==> config.mk <==
export PLATFORM = sky130hd
export DESIGN_NAME = cap_cluster_writer
export DESIGN_NICKNAME = d
export VERILOG_FILES = /design/src/rtl/cwr_pkg.sv /design/src/rtl/cwr_rate_div.sv /design/src/rtl/cwr_pos_track.sv /design/src/rtl/cwr_cluster_pack.sv /design/src/rtl/cap_cluster_writer.sv
export SDC_FILE = /design/constraint.sdc
export NUM_CORES = 1
export LEC_CHECK = 0
export BUFFER_PORTS_ARGS = -buffer_cell sky130_fd_sc_hd__buf_2
export CAP_MARGIN = 20
export CORE_MARGIN = 10
export CORE_UTILIZATION = 40
export DETAILED_ROUTE_END_ITERATION = 6
export GPL_ROUTABILITY_DRIVEN = 1
export PLACE_DENSITY = 0.69
export REMOVE_ABC_BUFFERS = 1
export SYNTH_ARGS = -nofsm -noshare
export SYNTH_HDL_FRONTEND = slang
export SYNTH_HIERARCHICAL = 1
export SYNTH_SLANG_ARGS = --single-unit
==> constraint.sdc <==
create_clock -name clk -period 5.6 [get_ports clk]
set_input_delay 1.4 -clock clk [delete_from_list [all_inputs] [get_ports clk]]
set_output_delay 1.4 -clock clk [all_outputs]
set_load 0.01 [all_outputs]
==> src/rtl/cwr_pkg.sv <==
package cwr_pkg;
  localparam int EVT_PER_CL   = 7;
  localparam int CL_PER_LINE  = 64;
  localparam int EVT_PER_LINE = EVT_PER_CL * CL_PER_LINE;
  localparam int EVT_W        = 9;
  localparam int SLOT_W       = 3;
  localparam int CL_W         = 6;
  localparam int POS_W        = 24;

  typedef enum logic {ST_IDLE, ST_RUN} run_st_e;
endpackage

==> src/rtl/cwr_rate_div.sv <==
module cwr_rate_div #(
  parameter int DIV_W = 8
) (
  input  logic             clk,
  input  logic             rst,
  input  logic             en,
  input  logic             clr,
  input  logic [DIV_W-1:0] frac,
  output logic             tick
);
  logic [DIV_W-1:0] cnt_q;

  always_ff @(posedge clk) begin
    if (rst || !en || clr) cnt_q <= '0;
    else if (cnt_q >= frac) cnt_q <= '0;
    else cnt_q <= cnt_q + 1'b1;
  end

  assign tick = en && !clr && (cnt_q >= frac);


  tick_gap_chk: assert property (@(posedge clk) disable iff (rst)
    (tick && frac != '0 && !clr) |=> (!tick || frac == '0));
endmodule

==> src/rtl/cwr_pos_track.sv <==
module cwr_pos_track import cwr_pkg::*; #(
  parameter int LINE_W = 15
) (
  input  logic              clk,
  input  logic              rst,
  input  logic              clr,
  input  logic              adv,
  output logic [SLOT_W-1:0] slot,
  output logic [CL_W-1:0]   cl,
  output logic [EVT_W-1:0]  evt,
  output logic [LINE_W-1:0] line
);
  localparam logic [SLOT_W-1:0] SLOT_LAST = SLOT_W'(EVT_PER_CL - 1);
  localparam logic [CL_W-1:0]   CL_LAST   = CL_W'(CL_PER_LINE - 1);
  localparam logic [EVT_W-1:0]  EVT_LAST  = EVT_W'(EVT_PER_LINE - 1);

  always_ff @(posedge clk) begin
    if (rst || clr) begin
      slot <= '0;
      cl   <= '0;
      evt  <= '0;
      line <= '0;
    end else if (adv) begin
      if (slot == SLOT_LAST) begin
        slot <= '0;
        if (cl == CL_LAST) begin
          cl   <= '0;
          line <= line + 1'b1;
        end else begin
          cl <= cl + 1'b1;
        end
      end else begin
        slot <= slot + 1'b1;
      end
      evt <= (evt == EVT_LAST) ? '0 : evt + 1'b1;
    end
  end


  evt_range_chk: assert property (@(posedge clk) disable iff (rst)
    evt <= EVT_LAST && slot <= SLOT_LAST);

  evt_split_chk: assert property (@(posedge clk) disable iff (rst)
    32'(evt) == 32'(cl) * EVT_PER_CL + 32'(slot));
endmodule

==> src/rtl/cwr_cluster_pack.sv <==
module cwr_cluster_pack import cwr_pkg::*; #(
  parameter int SMP_W  = 16,
  parameter int TS_W   = 16,
  parameter int ADDR_W = 21,
  localparam int DATA_W = TS_W + SMP_W * EVT_PER_CL
) (
  input  logic              clk,
  input  logic              rst,
  input  logic              clr,
  input  logic              push,
  input  logic              close,
  input  logic              flush,
  input  logic [SLOT_W-1:0] slot,
  input  logic [ADDR_W-1:0] addr_i,
  input  logic [SMP_W-1:0]  smp_i,
  input  logic [TS_W-1:0]   ts_i,
  output logic              beat_valid,
  output logic [ADDR_W-1:0] beat_addr,
  output logic [DATA_W-1:0] beat_data
);
  localparam logic [SLOT_W-1:0] SLOT_LAST = SLOT_W'(EVT_PER_CL - 1);

  logic [SMP_W-1:0] buf_q [EVT_PER_CL];
  logic [SMP_W-1:0] buf_n [EVT_PER_CL];
  logic [TS_W-1:0]  ts_q, ts_n;
  logic [DATA_W-1:0] pack_n;
  logic emit;

  always_comb begin
    for (int j = 0; j < EVT_PER_CL; j++) buf_n[j] = buf_q[j];
    ts_n = ts_q;
    if (push) begin
      if (slot == '0) begin
        for (int j = 0; j < EVT_PER_CL; j++) buf_n[j] = '0;
        ts_n = ts_i;
      end
      buf_n[slot] = smp_i;
    end
  end

  assign pack_n[TS_W-1:0] = ts_n;
  for (genvar g = 0; g < EVT_PER_CL; g++) begin : g_slot
    assign pack_n[TS_W + g*SMP_W +: SMP_W] = buf_n[g];
  end

  assign emit = (push && (slot == SLOT_LAST || close)) || (flush && slot != '0);

  always_ff @(posedge clk) begin
    if (rst || clr) begin
      for (int j = 0; j < EVT_PER_CL; j++) buf_q[j] <= '0;
      ts_q       <= '0;
      beat_valid <= 1'b0;
      beat_addr  <= '0;
      beat_data  <= '0;
    end else begin
      for (int j = 0; j < EVT_PER_CL; j++) buf_q[j] <= buf_n[j];
      ts_q       <= ts_n;
      beat_valid <= emit;
      if (emit) begin
        beat_addr <= addr_i;
        beat_data <= pack_n;
      end
    end
  end


  beat_src_chk: assert property (@(posedge clk) disable iff (rst)
    beat_valid |-> $past(push || flush));

  push_flush_excl_chk: assert property (@(posedge clk) disable iff (rst)
    !(push && flush));
endmodule

==> src/rtl/cap_cluster_writer.sv <==
module cap_cluster_writer import cwr_pkg::*; #(
  parameter int LINE_W     = 15,
  parameter int DIV_W      = 8,
  parameter int POST_W     = 8,
  parameter int POST_SHIFT = 8,
  parameter int SMP_W      = 16,
  parameter int TS_W       = 16,
  localparam int ADDR_W    = LINE_W + CL_W,
  localparam int DATA_W    = TS_W + SMP_W * EVT_PER_CL
) (
  input  logic              clk,
  input  logic              rst,
  input  logic              start_cmd,
  input  logic              stop_cmd,
  input  logic [DIV_W-1:0]  div_frac,
  input  logic [POST_W-1:0] post_len,
  input  logic [SMP_W-1:0]  smp_in,
  input  logic              trig_in,
  input  logic [2:0]        rd_idx,
  output logic              wr_valid,
  output logic [ADDR_W-1:0] wr_addr,
  output logic [DATA_W-1:0] wr_data,
  output logic              running,
  output logic              trig_fired,
  output logic [POS_W-1:0]  trig_pos,
  output logic [POS_W-1:0]  stop_pos,
  output logic [7:0]        rd_byte
);
  localparam int PCNT_W = POST_W + POST_SHIFT + 1;
  localparam logic [LINE_W-1:0] FULL_LINE = {LINE_W{1'b1}};
  localparam logic [LINE_W-1:0] LAST_LINE = FULL_LINE - 1'b1;
  localparam logic [EVT_W-1:0]  EVT_LAST  = EVT_W'(EVT_PER_LINE - 1);

  run_st_e st_q;
  logic tick_raw, tick, stop_ev, last_evt;
  logic [SLOT_W-1:0] slot;
  logic [CL_W-1:0]   cl;
  logic [EVT_W-1:0]  evt;
  logic [LINE_W-1:0] line;
  logic [POS_W-1:0]  cur_pos;
  logic [TS_W-1:0]   ts_q;
  logic [PCNT_W-1:0] post_cnt_q, post_k;
  logic [2*POS_W-1:0] rd_cat;

  assign running = (st_q == ST_RUN);
  assign tick    = running && tick_raw && !start_cmd && !stop_cmd;
  assign stop_ev = running && stop_cmd && !start_cmd;
  assign post_k  = (PCNT_W'(post_len) + PCNT_W'(1)) << POST_SHIFT;

  always_comb begin
    cur_pos = '0;
    cur_pos[EVT_W-1:0] = evt;
    cur_pos[EVT_W +: LINE_W] = line;
  end

  assign last_evt = tick && ((trig_fired && post_cnt_q == PCNT_W'(1)) ||
                             (evt == EVT_LAST && line == LAST_LINE));

  cwr_rate_div #(.DIV_W(DIV_W)) u_div (
    .clk(clk), .rst(rst), .en(running), .clr(start_cmd),
    .frac(div_frac), .tick(tick_raw)
  );

  cwr_pos_track #(.LINE_W(LINE_W)) u_pos (
    .clk(clk), .rst(rst), .clr(start_cmd), .adv(tick),
    .slot(slot), .cl(cl), .evt(evt), .line(line)
  );

  cwr_cluster_pack #(.SMP_W(SMP_W), .TS_W(TS_W), .ADDR_W(ADDR_W)) u_pack (
    .clk(clk), .rst(rst), .clr(start_cmd), .push(tick), .close(last_evt),
    .flush(stop_ev), .slot(slot), .addr_i({line, cl}), .smp_i(smp_in),
    .ts_i(ts_q), .beat_valid(wr_valid), .beat_addr(wr_addr), .beat_data(wr_data)
  );

  assign rd_cat = {stop_pos, trig_pos};

  always_ff @(posedge clk) begin
    if (rst) begin
      st_q       <= ST_IDLE;
      trig_fired <= 1'b0;
      trig_pos   <= '0;
      stop_pos   <= '0;
      post_cnt_q <= '0;
      ts_q       <= '0;
      rd_byte    <= '0;
    end else begin
      rd_byte <= (rd_idx < 3'd6) ? rd_cat[rd_idx*8 +: 8] : 8'h00;
      if (start_cmd) begin
        st_q       <= ST_RUN;
        trig_fired <= 1'b0;
        trig_pos   <= '0;
        stop_pos   <= '0;
        post_cnt_q <= '0;
        ts_q       <= '0;
      end else if (stop_ev) begin
        st_q <= ST_IDLE;
      end else if (tick) begin
        ts_q     <= ts_q + 1'b1;
        stop_pos <= cur_pos;
        if (trig_fired) begin
          post_cnt_q <= post_cnt_q - 1'b1;
        end else if (trig_in) begin
          trig_fired <= 1'b1;
          trig_pos   <= cur_pos;
          post_cnt_q <= post_k;
        end
        if (last_evt) st_q <= ST_IDLE;
      end
    end
  end


  no_full_line_chk: assert property (@(posedge clk) disable iff (rst)
    running |-> line != FULL_LINE);

  trig_hold_chk: assert property (@(posedge clk) disable iff (rst)
    (trig_fired && !start_cmd) |=> (trig_fired && $stable(trig_pos)));

  idle_hold_chk: assert property (@(posedge clk) disable iff (rst)
    (!running && !start_cmd) |=> !running);

  post_hold_chk: assert property (@(posedge clk) disable iff (rst)
    (running && trig_fired && !tick && !start_cmd) |=> $stable(post_cnt_q));
endmodule

; Yosys cells after proc, flatten, opt, wreduce, memory -nomap -nowiden
; Memories as Yosys holds them, arrays and structs flattened.
; Index checks and enable logic that the tools add are counted.
[totals]
regBits = 298
latchBits = 0
mem_bits_rw = 112
mem_bits_ro = 0
inputBits = 40
output_inout_bits = 208
memories = 1
[classes]
addsub = 8
n_mul = 0
n_div = 0
n_lt_le_gt_ge = 4
n_eq_ne = 5
shift = 1
muxes = 29
bitwise_logic = 11
n_reduce_logical = 36
[memory_table]
columns = name, words, width, read_ports, rd_clocked_by_memory_dff, write_ports, line_no
row1 = u_pack.buf_q, 7, 16, 7, 0, 7, cwr_cluster_pack.sv:23  ; logic [SMP_W-1:0] buf_q [EVT_PER_CL];
[op_table]
columns = op, count
row1 = 2-to-1 mux 112 bit, 3
row2 = 2-to-1 mux 16 bit, 10
row3 = bitwise mux 112 bit, 1
row4 = demux 16 bit (select 3 bit), 1
row5 = variable part select 48 x 7 -> 8 bit, 1
row6 = 2-to-1 mux 17 bit, 2
row7 = "equality test 17 x 1 -> 1 bit, second input constant", 1
row8 = "subtractor 17 x 1 -> 17 bit, second input constant", 1
row9 = "adder 16 x 1 -> 16 bit, second input constant", 1
row10 = "adder 15 x 1 -> 15 bit, second input constant", 1
row11 = "equality test 15 bit, second input constant", 1
row12 = logical AND 1 bit, 13
row13 = "adder 8 x 1 -> 9 bit, second input constant", 1
row14 = "adder 9 x 1 -> 9 bit, second input constant", 1
row15 = "equality test 9 bit, second input constant", 1
row16 = 2-to-1 mux 1 bit, 9
row17 = 2-to-1 mux 9 bit, 1
row18 = nonzero test 3 bit, 3
row19 = "adder 8 x 1 -> 8 bit, second input constant", 1
row20 = greater-or-equal comparator 8 bit, 1
row21 = bitwise OR 1 bit, 7
row22 = "adder 6 x 1 -> 6 bit, second input constant", 1
row23 = "equality test 6 bit, second input constant", 1
row24 = logical OR 1 bit, 6
row25 = 16 further kinds, 25

; Logic depth before layout (Yosys ltp)
; Gate-level depths: netlist of the first run.
[depth]
word_depth = 11
ltp_mapped = 17
ltp_nobuf = 14

; Hierarchy
; The synthesis of the first run kept the hierarchy.
[by_module_without_submodules]
columns = module, instances, cells_per_inst, area_each_um2, seq_area_each_um2
row1 = cwr_cluster_pack, 1, 1217, 11538.6, 5565.3
row2 = cap_cluster_writer, 1, 503, 4132.7, 1821.7
row3 = cwr_pos_track, 1, 179, 1552.7, 660.6
row4 = cwr_rate_div, 1, 61, 534.3, 160.2

; Worst setup path after synthesis of the first run
; No wires, ideal clock.
[synth_timing]
path_kind = input-to-reg
startpoint = in div_frac[2]
endpoint = reg u_pos.line[13]
setup_ps = 72
arrival_time_ps = 4491
slack_ps = 1037
stages = 14
n_path_buf = 2
path_cell_list = inv_1 -> ha_1 -> nand2_1 -> o21ai_2 -> a21oi_1 -> nor3b_1 -> nand4bb_1 -> inv_1 -> buf_2 -> buf_1 -> nand4b_1 -> nor4_1 -> and4_1 -> mux2i_1
[synth_between]
elab_chain_cells = 6
[synth_lines]
columns = element, line_no
row1 = start: declaration, cap_cluster_writer.sv:15  ; input logic [DIV_W-1:0] div_frac,
row2 = greater-or-equal comparator 8 bit, cwr_rate_div.sv:19  ; assign tick = en && !clr && (cnt_q >= frac);
row3 = logical AND 1 bit, cwr_rate_div.sv:19
row4 = named net tick_raw, cap_cluster_writer.sv:35  ; logic tick_raw, tick, stop_ev, last_evt;
row5 = logical AND 1 bit (3 in series), cap_cluster_writer.sv:46  ; assign tick = running && tick_raw && !start_cmd && !stop_cmd;
row6 = named net tick, cap_cluster_writer.sv:35
row7 = AND reduction 3 bit (no line), n/a
row8 = end signal: assignment, cwr_pos_track.sv:28  ; line <= line + 1'b1;
row9 = end: declaration, cwr_pos_track.sv:11  ; output logic [LINE_W-1:0] line
; The timed path passes the listed nets, and every way through them passes these cells.
; A chain may end at the register's enable or synchronous reset.

; Final worst setup path of the first run
[layout_timing]
startpoint = in div_frac[2]
endpoint = reg u_pack.beat_data[29]
[layout_between]
elab_chain_cells = 9
elab_cells_between_ends = 10
classes_between = order compare: 1 / mux: 1 / reduce/logical: 8
[layout_lines]
columns = element, line_no
row1 = greater-or-equal comparator 8 bit, cwr_rate_div.sv:19
row2 = logical AND 1 bit, cwr_rate_div.sv:19
row3 = named net tick_raw, cap_cluster_writer.sv:35
row4 = logical AND 1 bit (3 in series), cap_cluster_writer.sv:46
row5 = logical AND 1 bit, cap_cluster_writer.sv:56  ; assign last_evt = tick && ((trig_fired && post_cnt_q == PCNT_W'(1)) ||
row6 = named net last_evt, cap_cluster_writer.sv:35
row7 = logical OR 1 bit, cwr_cluster_pack.sv:46  ; assign emit = (push && (slot == SLOT_LAST || close)) || (flush && slot != '0);
row8 = logical AND 1 bit, cwr_cluster_pack.sv:46
row9 = logical OR 1 bit, cwr_cluster_pack.sv:46
row10 = end signal: assignment, cwr_cluster_pack.sv:61  ; beat_data <= pack_n;
row11 = end: declaration, cwr_cluster_pack.sv:19  ; output logic [DATA_W-1:0] beat_data
; The timed path passes the listed nets, and every way through them passes these cells.

==> impl_metrics.json, run 1 <==
{
  "cts_hold_buffers": 0,
  "cts_tree": "yes",
  "endpoint_kind": "flop",
  "ios": 248,
  "crit_type": "input port to flop",
  "hold_ws_ps": 463,
  "dp_hpwl_mm": 34.7,
  "synth_top_area_share_pct": 46.2,
  "cts_buffer_depth": 3,
  "wirelength_mm": 55.1,
  "coreArea_um2": 44000,
  "num_vias": 15800,
  "die_y_um": 231,
  "cts.sinks": 410,
  "peakVddDrop_mv": 0.259,
  "fin_crit_sh_pct": 80.4,
  "die_area_um2": 53200,
  "cts_max_level": 2,
  "synth.avg_cell_area_um2": 9.06,
  "place_ws_ps": 672,
  "clk_pin_slew_ps": 60,
  "busiest_layer": "met2",
  "port_buffers": 247,
  "synth_area_leaders": "dfxtp_1, mux2i_1, nor4_1, a21oi_1, a211oi_1",
  "power.total_w": 0.00600,
  "leakage_nw": 7.73,
  "nFillCells": 4171,
  "clk-insertion-delay-late_ps": 570,
  "start_util_pct": 40.3,
  "hold_path_class": "flop to flop",
  "fmax_ghz": 0.222,
  "dr.pass1.iters": 6,
  "powerDensity_nw_per_um2": 290,
  "yosysMostFrequentCell": "dfxtp_1",
  "seqCellArea_um2": 8220,
  "hold_violations": 0,
  "antenna-diode-count": 0,
  "maxCapViolations": 0,
  "max_slew.worst_pin.slew_ps": 1070,
  "grt_pass1_wl_mm": 85.6,
  "drt_iter0_markers": 1775,
  "ys_top_cells_by_count": "dfxtp_1, nor2_1, a21oi_1",
  "gr-usage-met3_pct": 4.98,
  "fin_tns_setup_ps": 0,
  "synthDistinctLibCells": 65,
  "wire_per_inst_um": 20.3,
  "fp.dieW_um": 231,
  "finalMaxSlewViolations": 0,
  "yosysWarnings": 6,
  "place_congestion": 0.869,
  "antenna_found_initial": 0,
  "synth-seq-cells": 410,
  "fp-row-count": 77,
  "placed_cells": 2633,
  "layout_min_cycle_time_ps": 4500,
  "syn_inst": 1960,
  "cp.arrival_ps": 4970,
  "ant_nets": 0,
  "areaGrowthSynthToFinish_pct": 16.3,
  "use_met2_pct": 30.5,
  "finalSetupViolations": 0,
  "synth_top_flop_cell": "dfxtp_1",
  "cts_resized": 0,
  "synth_edf_count": 0,
  "grt.overflow.total": 0,
  "grt_usage_pct": 19.5,
  "avgViaCountPerCell": 5.81,
  "multi_input_area_um2": 8640,
  "clock_skew_ps": 16.8,
  "root_buffer": "clkbuf_16",
  "critPathMaxFanout": 128,
  "relSlewSlack_pct": 28.6,
  "grt_pass1_vias": 15200,
  "route.detailed.drc": 0,
  "yosysSeqAreaShare_pct": 46.2,
  "yosysTopAreaCell": "dfxtp_1",
  "cp_data_required_time_ps": 6070,
  "grt_start_max_net_pins": 129,
  "grt_use_met1_pct": 26.1,
  "postCtsSetupRepairBufs": 0,
  "setup_slack_ps": 1100,
  "netlist_area_um2": 17800,
  "crit_path_start_kind": "input port",
  "numCtsBuffers": 45,
  "async_flop_share_pct": 0,
  "fin_nets": 2144,
  "drive_gt1_share_pct": 18.2,
  "rsz0062_at_grt": "false",
  "status": "finished clean",
  "stdcell_count": 2716
}
cells by family (layout without fill, tap and decap cells):
family | count (synthesis) | in the layout | share of synthesized area (%)
AOI/OAI and AO/OA | 446 | 446 | 15.7
xor gates and xnor gates | 47 | 47 | 2.32
adders and majority gates | 16 | 16 | 1.13
buffers and inverters | 210 | 374 | 5.40
DFF | 410 | 410 | 46.2
muxes | 102 | 102 | 6.37
and+or+nand+nor | 729 | 729 | 22.9
metal layers:
layer / part of all wire [%] / up-vias
li1: - / 7439
met1: 44 / 7679
met2: 46 / 583
met3: 8.4 / 72
met4: 1.9 / 0
met5: 0 / -
power breakdown:
part | leakage (nW) | internal, W | switching (W) | total (W)
sequential | 3.30 | 0.00292 | 0.00000161 | 0.00292
clock | 0.725 | 0.00174 | 0.00122 | 0.00296
combinational | 3.70 | 0.0000278 | 0.0000888 | 0.000117
flip-flops by register name, summed over array words and instances (netlist names):
name               count
u_pack/beat_data     128
u_pack/buf_q         112
stop_pos              24
trig_pos              24
u_pack/beat_addr      21
post_cnt_q            17
ts_q                  16
u_pack/ts_q           16
u_pos/line            15
u_pos/evt              9
rd_byte                8
u_div/cnt_q            8
u_pos/cl               6
u_pos/slot             3
running                1
trig_fired             1
u_pack/beat_valid      1
layout by cell type (no fill, tap or decap), types with 20 or more instances in the layout:
cell type,Yosys,layout
o21ai_1,23,23
dfxtp_1,410,407
xor2_1,27,27
nand3_1,24,23
nand4_1,41,41
and2_1,51,51
o31ai_1,22,22
nand2_1,137,137
clkbuf_16,0,47
buf_2,54,247
a311oi_1,48,48
a21oi_1,149,149
and4b_1,50,49
a211oi_1,81,81
nor2_1,158,158
nor4_1,137,137
nor2b_1,50,50
mux2i_1,86,86
xnor2_1,20,20
o21ai_0,88,88
through the flow:
stage	utilization, %	area, µm²
floorplan	-	16900
global placement	43.6	19200
finish	46.9	20700
global route	46.9	20700
CTS	46.9	20700
detailed placement	43.6	19200
path summary, 6_finish.rpt:
| check | cells past startpoint | start | endpoint | slack [ps] |
|---|---|---|---|---|
| worst max-delay path | 17 | div_frac[2] | u_pack/beat_data[29] | 1100 |
| worst min-delay path | 2 | u_pack/beat_addr[5] | u_pack/beat_addr[5] | 460 |
| worst max register to register | 15 | u_div/cnt_q[2] | u_pack/beat_data[29] | 1660 |
| worst min register to register | 2 | u_pack/beat_addr[5] | u_pack/beat_addr[5] | 460 |
worst max-delay path: stages:
cell and delay (ps):
buf_2 80, inv_1 40, ha_1 320, a211oi_2 240
o21ai_2 100, a21oi_1 220, nor3b_1 80, nand4bb_1 160
clkinv_2 330, and2_1 360, nand4_1 160, nand2_1 110
a22oi_1 200, buf_4 300, nand3_4 110, buf_12 220
a211oi_1 370
cell type report:
type | count | share of cell area [%]
Sequential cell | 410 | 39.8
Clock buffer | 68 | 6.46
Clock inverter | 15 | 0.666
Multi-Input combinational cell | 1340 | 41.8
Inverter | 19 | 0.351
Tap cell | 592 | 3.59
Timing Repair Buffer | 272 | 7.32
Note: power is estimated with default switching activity, not from simulation.
==> inputs of run 2 (changes only) <==
Settings changed: PLACE_DENSITY 0.69 to 0.71.
Clock period 5.6 ns to 4 ns, I/O delays scaled along.
==> impl_metrics.json, run 2 (synthesized netlist as in run 1, its figures left out) <==
{
  "status": "finished clean",
  "num_vias": 16100,
  "cts_max_level": 2,
  "crit_path_start_kind": "input port",
  "grt.overflow.total": 0,
  "grt_pass1_wl_mm": 85.1,
  "root_buffer": "clkbuf_16",
  "crit_buf_inv": 4,
  "relSlewSlack_pct": 30.8,
  "wire_per_inst_um": 19.7,
  "start_util_pct": 40.3,
  "rsz0062_at_grt": "false",
  "peakVddDrop_mv": 0.305,
  "cts_hold_buffers": 0,
  "crit_type": "input port to flop",
  "wirelength_mm": 53.9,
  "antenna_found_initial": 2,
  "p_switching_w": 0.00188,
  "fp-row-count": 77,
  "endpoint_kind": "flop",
  "fin_crit_sh_pct": 84.9,
  "hold_path_class": "flop to flop",
  "cp.arrival_ps": 3880,
  "rr_worst_depth": 15,
  "finalMaxSlewViolations": 0,
  "layout_commonest_cell": "dfxtp_1",
  "place_congestion": 0.873,
  "coreArea_um2": 44000,
  "powerDensity_nw_per_um2": 421,
  "ios": 248,
  "cts_buffer_depth": 3,
  "largest_reg_flops": 128,
  "hold_violations": 0,
  "power_frac_seq_pct": 45.8,
  "crit_path_end": "u_pack/beat_data[108]",
  "fmax_ghz": 0.295,
  "p_clk_share_pct": 52.3,
  "place_ws_ps": 53.3,
  "die_area_um2": 53200,
  "critPathMaxFanout": 58,
  "die_y_um": 231,
  "fp.dieW_um": 231,
  "max_slew.worst_pin.slew_ps": 1040,
  "dp_hpwl_mm": 34.2,
  "crit_top_cell": "nand2_1",
  "reg2reg_to": "u_pack/beat_data[108]",
  "max_stage_delay_ps": 320,
  "cts.sinks": 410,
  "cp_data_required_time_ps": 4480,
  "whs_path_depth": 2,
  "maxCapViolations": 0,
  "finalSetupViolations": 0,
  "fin_tns_setup_ps": 0,
  "layout_min_cycle_time_ps": 3390,
  "numCtsBuffers": 45,
  "grt_start_max_net_pins": 98,
  "fin_nets": 2169,
  "p_sw_share_pct": 21.1,
  "route.detailed.drc": 0,
  "critPathSlowestCell": "a22o_4",
  "path_cells": "buf_2 > inv_1 > ha_1 > nand2_1 > o21ai_2 > a21oi_1 > nor3b_1 > nand4bb_1 > inv_4 > and2_1 > nand4_1 > nand2_1 > a22o_4 > buf_12 > nor4_1 > a311oi_1",
  "comb_power_share_pct": 1.9,
  "crit_cells": 16,
  "placed_area_um2": 19500,
  "crit_path_start": "div_frac[2]",
  "clk-insertion-delay-late_ps": 590,
  "crit_family": "simple AND/OR/NAND/NOR gates",
  "grt_pass1_vias": 15600,
  "final_core_util_pct": 48.1,
  "p_int_w": 0.00703,
  "drive_gt1_share_pct": 19.4,
  "grt_usage_pct": 19.2,
  "largest_register": "u_pack/beat_data",
  "cts_resized": 0,
  "leakage_nw": 7.97,
  "postCtsSetupRepairBufs": 0,
  "drt_iter0_markers": 1361,
  "ant_nets": 0,
  "avgViaCountPerCell": 5.86,
  "setup_slack_ps": 605,
  "port_buffers": 247,
  "cts_tree": "yes",
  "areaGrowthSynthToFinish_pct": 19.3,
  "dr.pass1.iters": 5,
  "rrSetupSlack_ps": 720,
  "clock_skew_ps": 26.8,
  "fin_area_um2": 21200,
  "clk_pin_slew_ps": 60,
  "layout_common_cells": "dfxtp_1, buf_2, nor2_1",
  "top_regs": "u_pack/beat_data (128), u_pack/buf_q (112)",
  "timing.rr.start": "u_div/cnt_q[0]"
}
==> run 2: changes by cell type in the layout (fill, tap and decap cells not counted), sizes merged <==
cell | before | now
buf | 272 | 297
bufinv | 2 | 10
clkbuf | 68 | 61
clkinv | 11 | 5
inv | 19 | 23
diode | 0 | 2
==> run 2: worst register-to-register path, cell delays in order (launching register included) <==
cell and delay [ps]:
dfxtp_1 420, inv_1 70, ha_1 270, nor2b_1 50, o21ai_2 160, a21oi_1 120
nor3b_1 190, nand4bb_1 240, inv_4 150, and2_1 160, nand4_1 130, nand2_1 150
a22o_4 320, buf_12 300, nor4_1 160, a311oi_1 300
==> run 2: metal layers <==
| metal | track usage (%) | up-vias | share of wire [%] |
|---|---|---|---|
| met3 | 4.55 | 97 | 8.2 |
| met2 | 31.1 | 689 | 46 |
| met1 | 24.4 | 7786 | 43 |
| met5 | 0 | - | 0 |
| met4 | 7.21 | 0 | 2.6 |
| li1 | - | 7505 | - |
==> run 2: worst min-delay path by stage <==
stage	startpoint	end	slack [ps]
after floorplan	post_cnt_q[8]	post_cnt_q[8]	440
after global placement	u_pack/beat_addr[7]	u_pack/beat_addr[7]	450
after detailed placement	stop_pos[1]	stop_pos[1]	460
after CTS	stop_pos[1]	stop_pos[1]	470
after global routing	u_pack/beat_addr[8]	u_pack/beat_addr[8]	490
final	u_pack/beat_addr[1]	u_pack/beat_addr[1]	470
==> run 2: power by group through the flow <==
stage	clock network (W)	registers [W]	logic, W
finish	0.00466	0.00408	0.000166
global route	0.00491	0.00408	0.000179
CTS	0.00475	0.00408	0.000164
detailed placement	0	0.00417	0.000164
global placement	0	0.00417	0.000161
floorplan	0	0.00418	0.0000709
==> run 2: metrics by stage <==
stage	std cells	hold WS, ps	power, W
2_1_floorplan	1769	442	0.00425
4_1_cts	2740	470	0.00899
3_5_place_dp	2658	462	0.00434
5_1_grt	2742	488	0.00917
6_report	2742	469	0.00891
3_3_place_gp	2658	453	0.00434
==> run 2: area by class of cell <==
| type | count | area, µm² |
|---|---|---|
| tap | 592 | 741 |
| timing repair buffer | 297 | 1840 |
| inverter | 19 | 73.8 |
| multi-input combinational | 1340 | 8640 |
| antenna | 2 | 5.00 |
| fill | 4170 | 22800 |
| sequential | 410 | 8220 |
| clock inverter | 21 | 394 |
| clock buffer | 61 | 1280 |
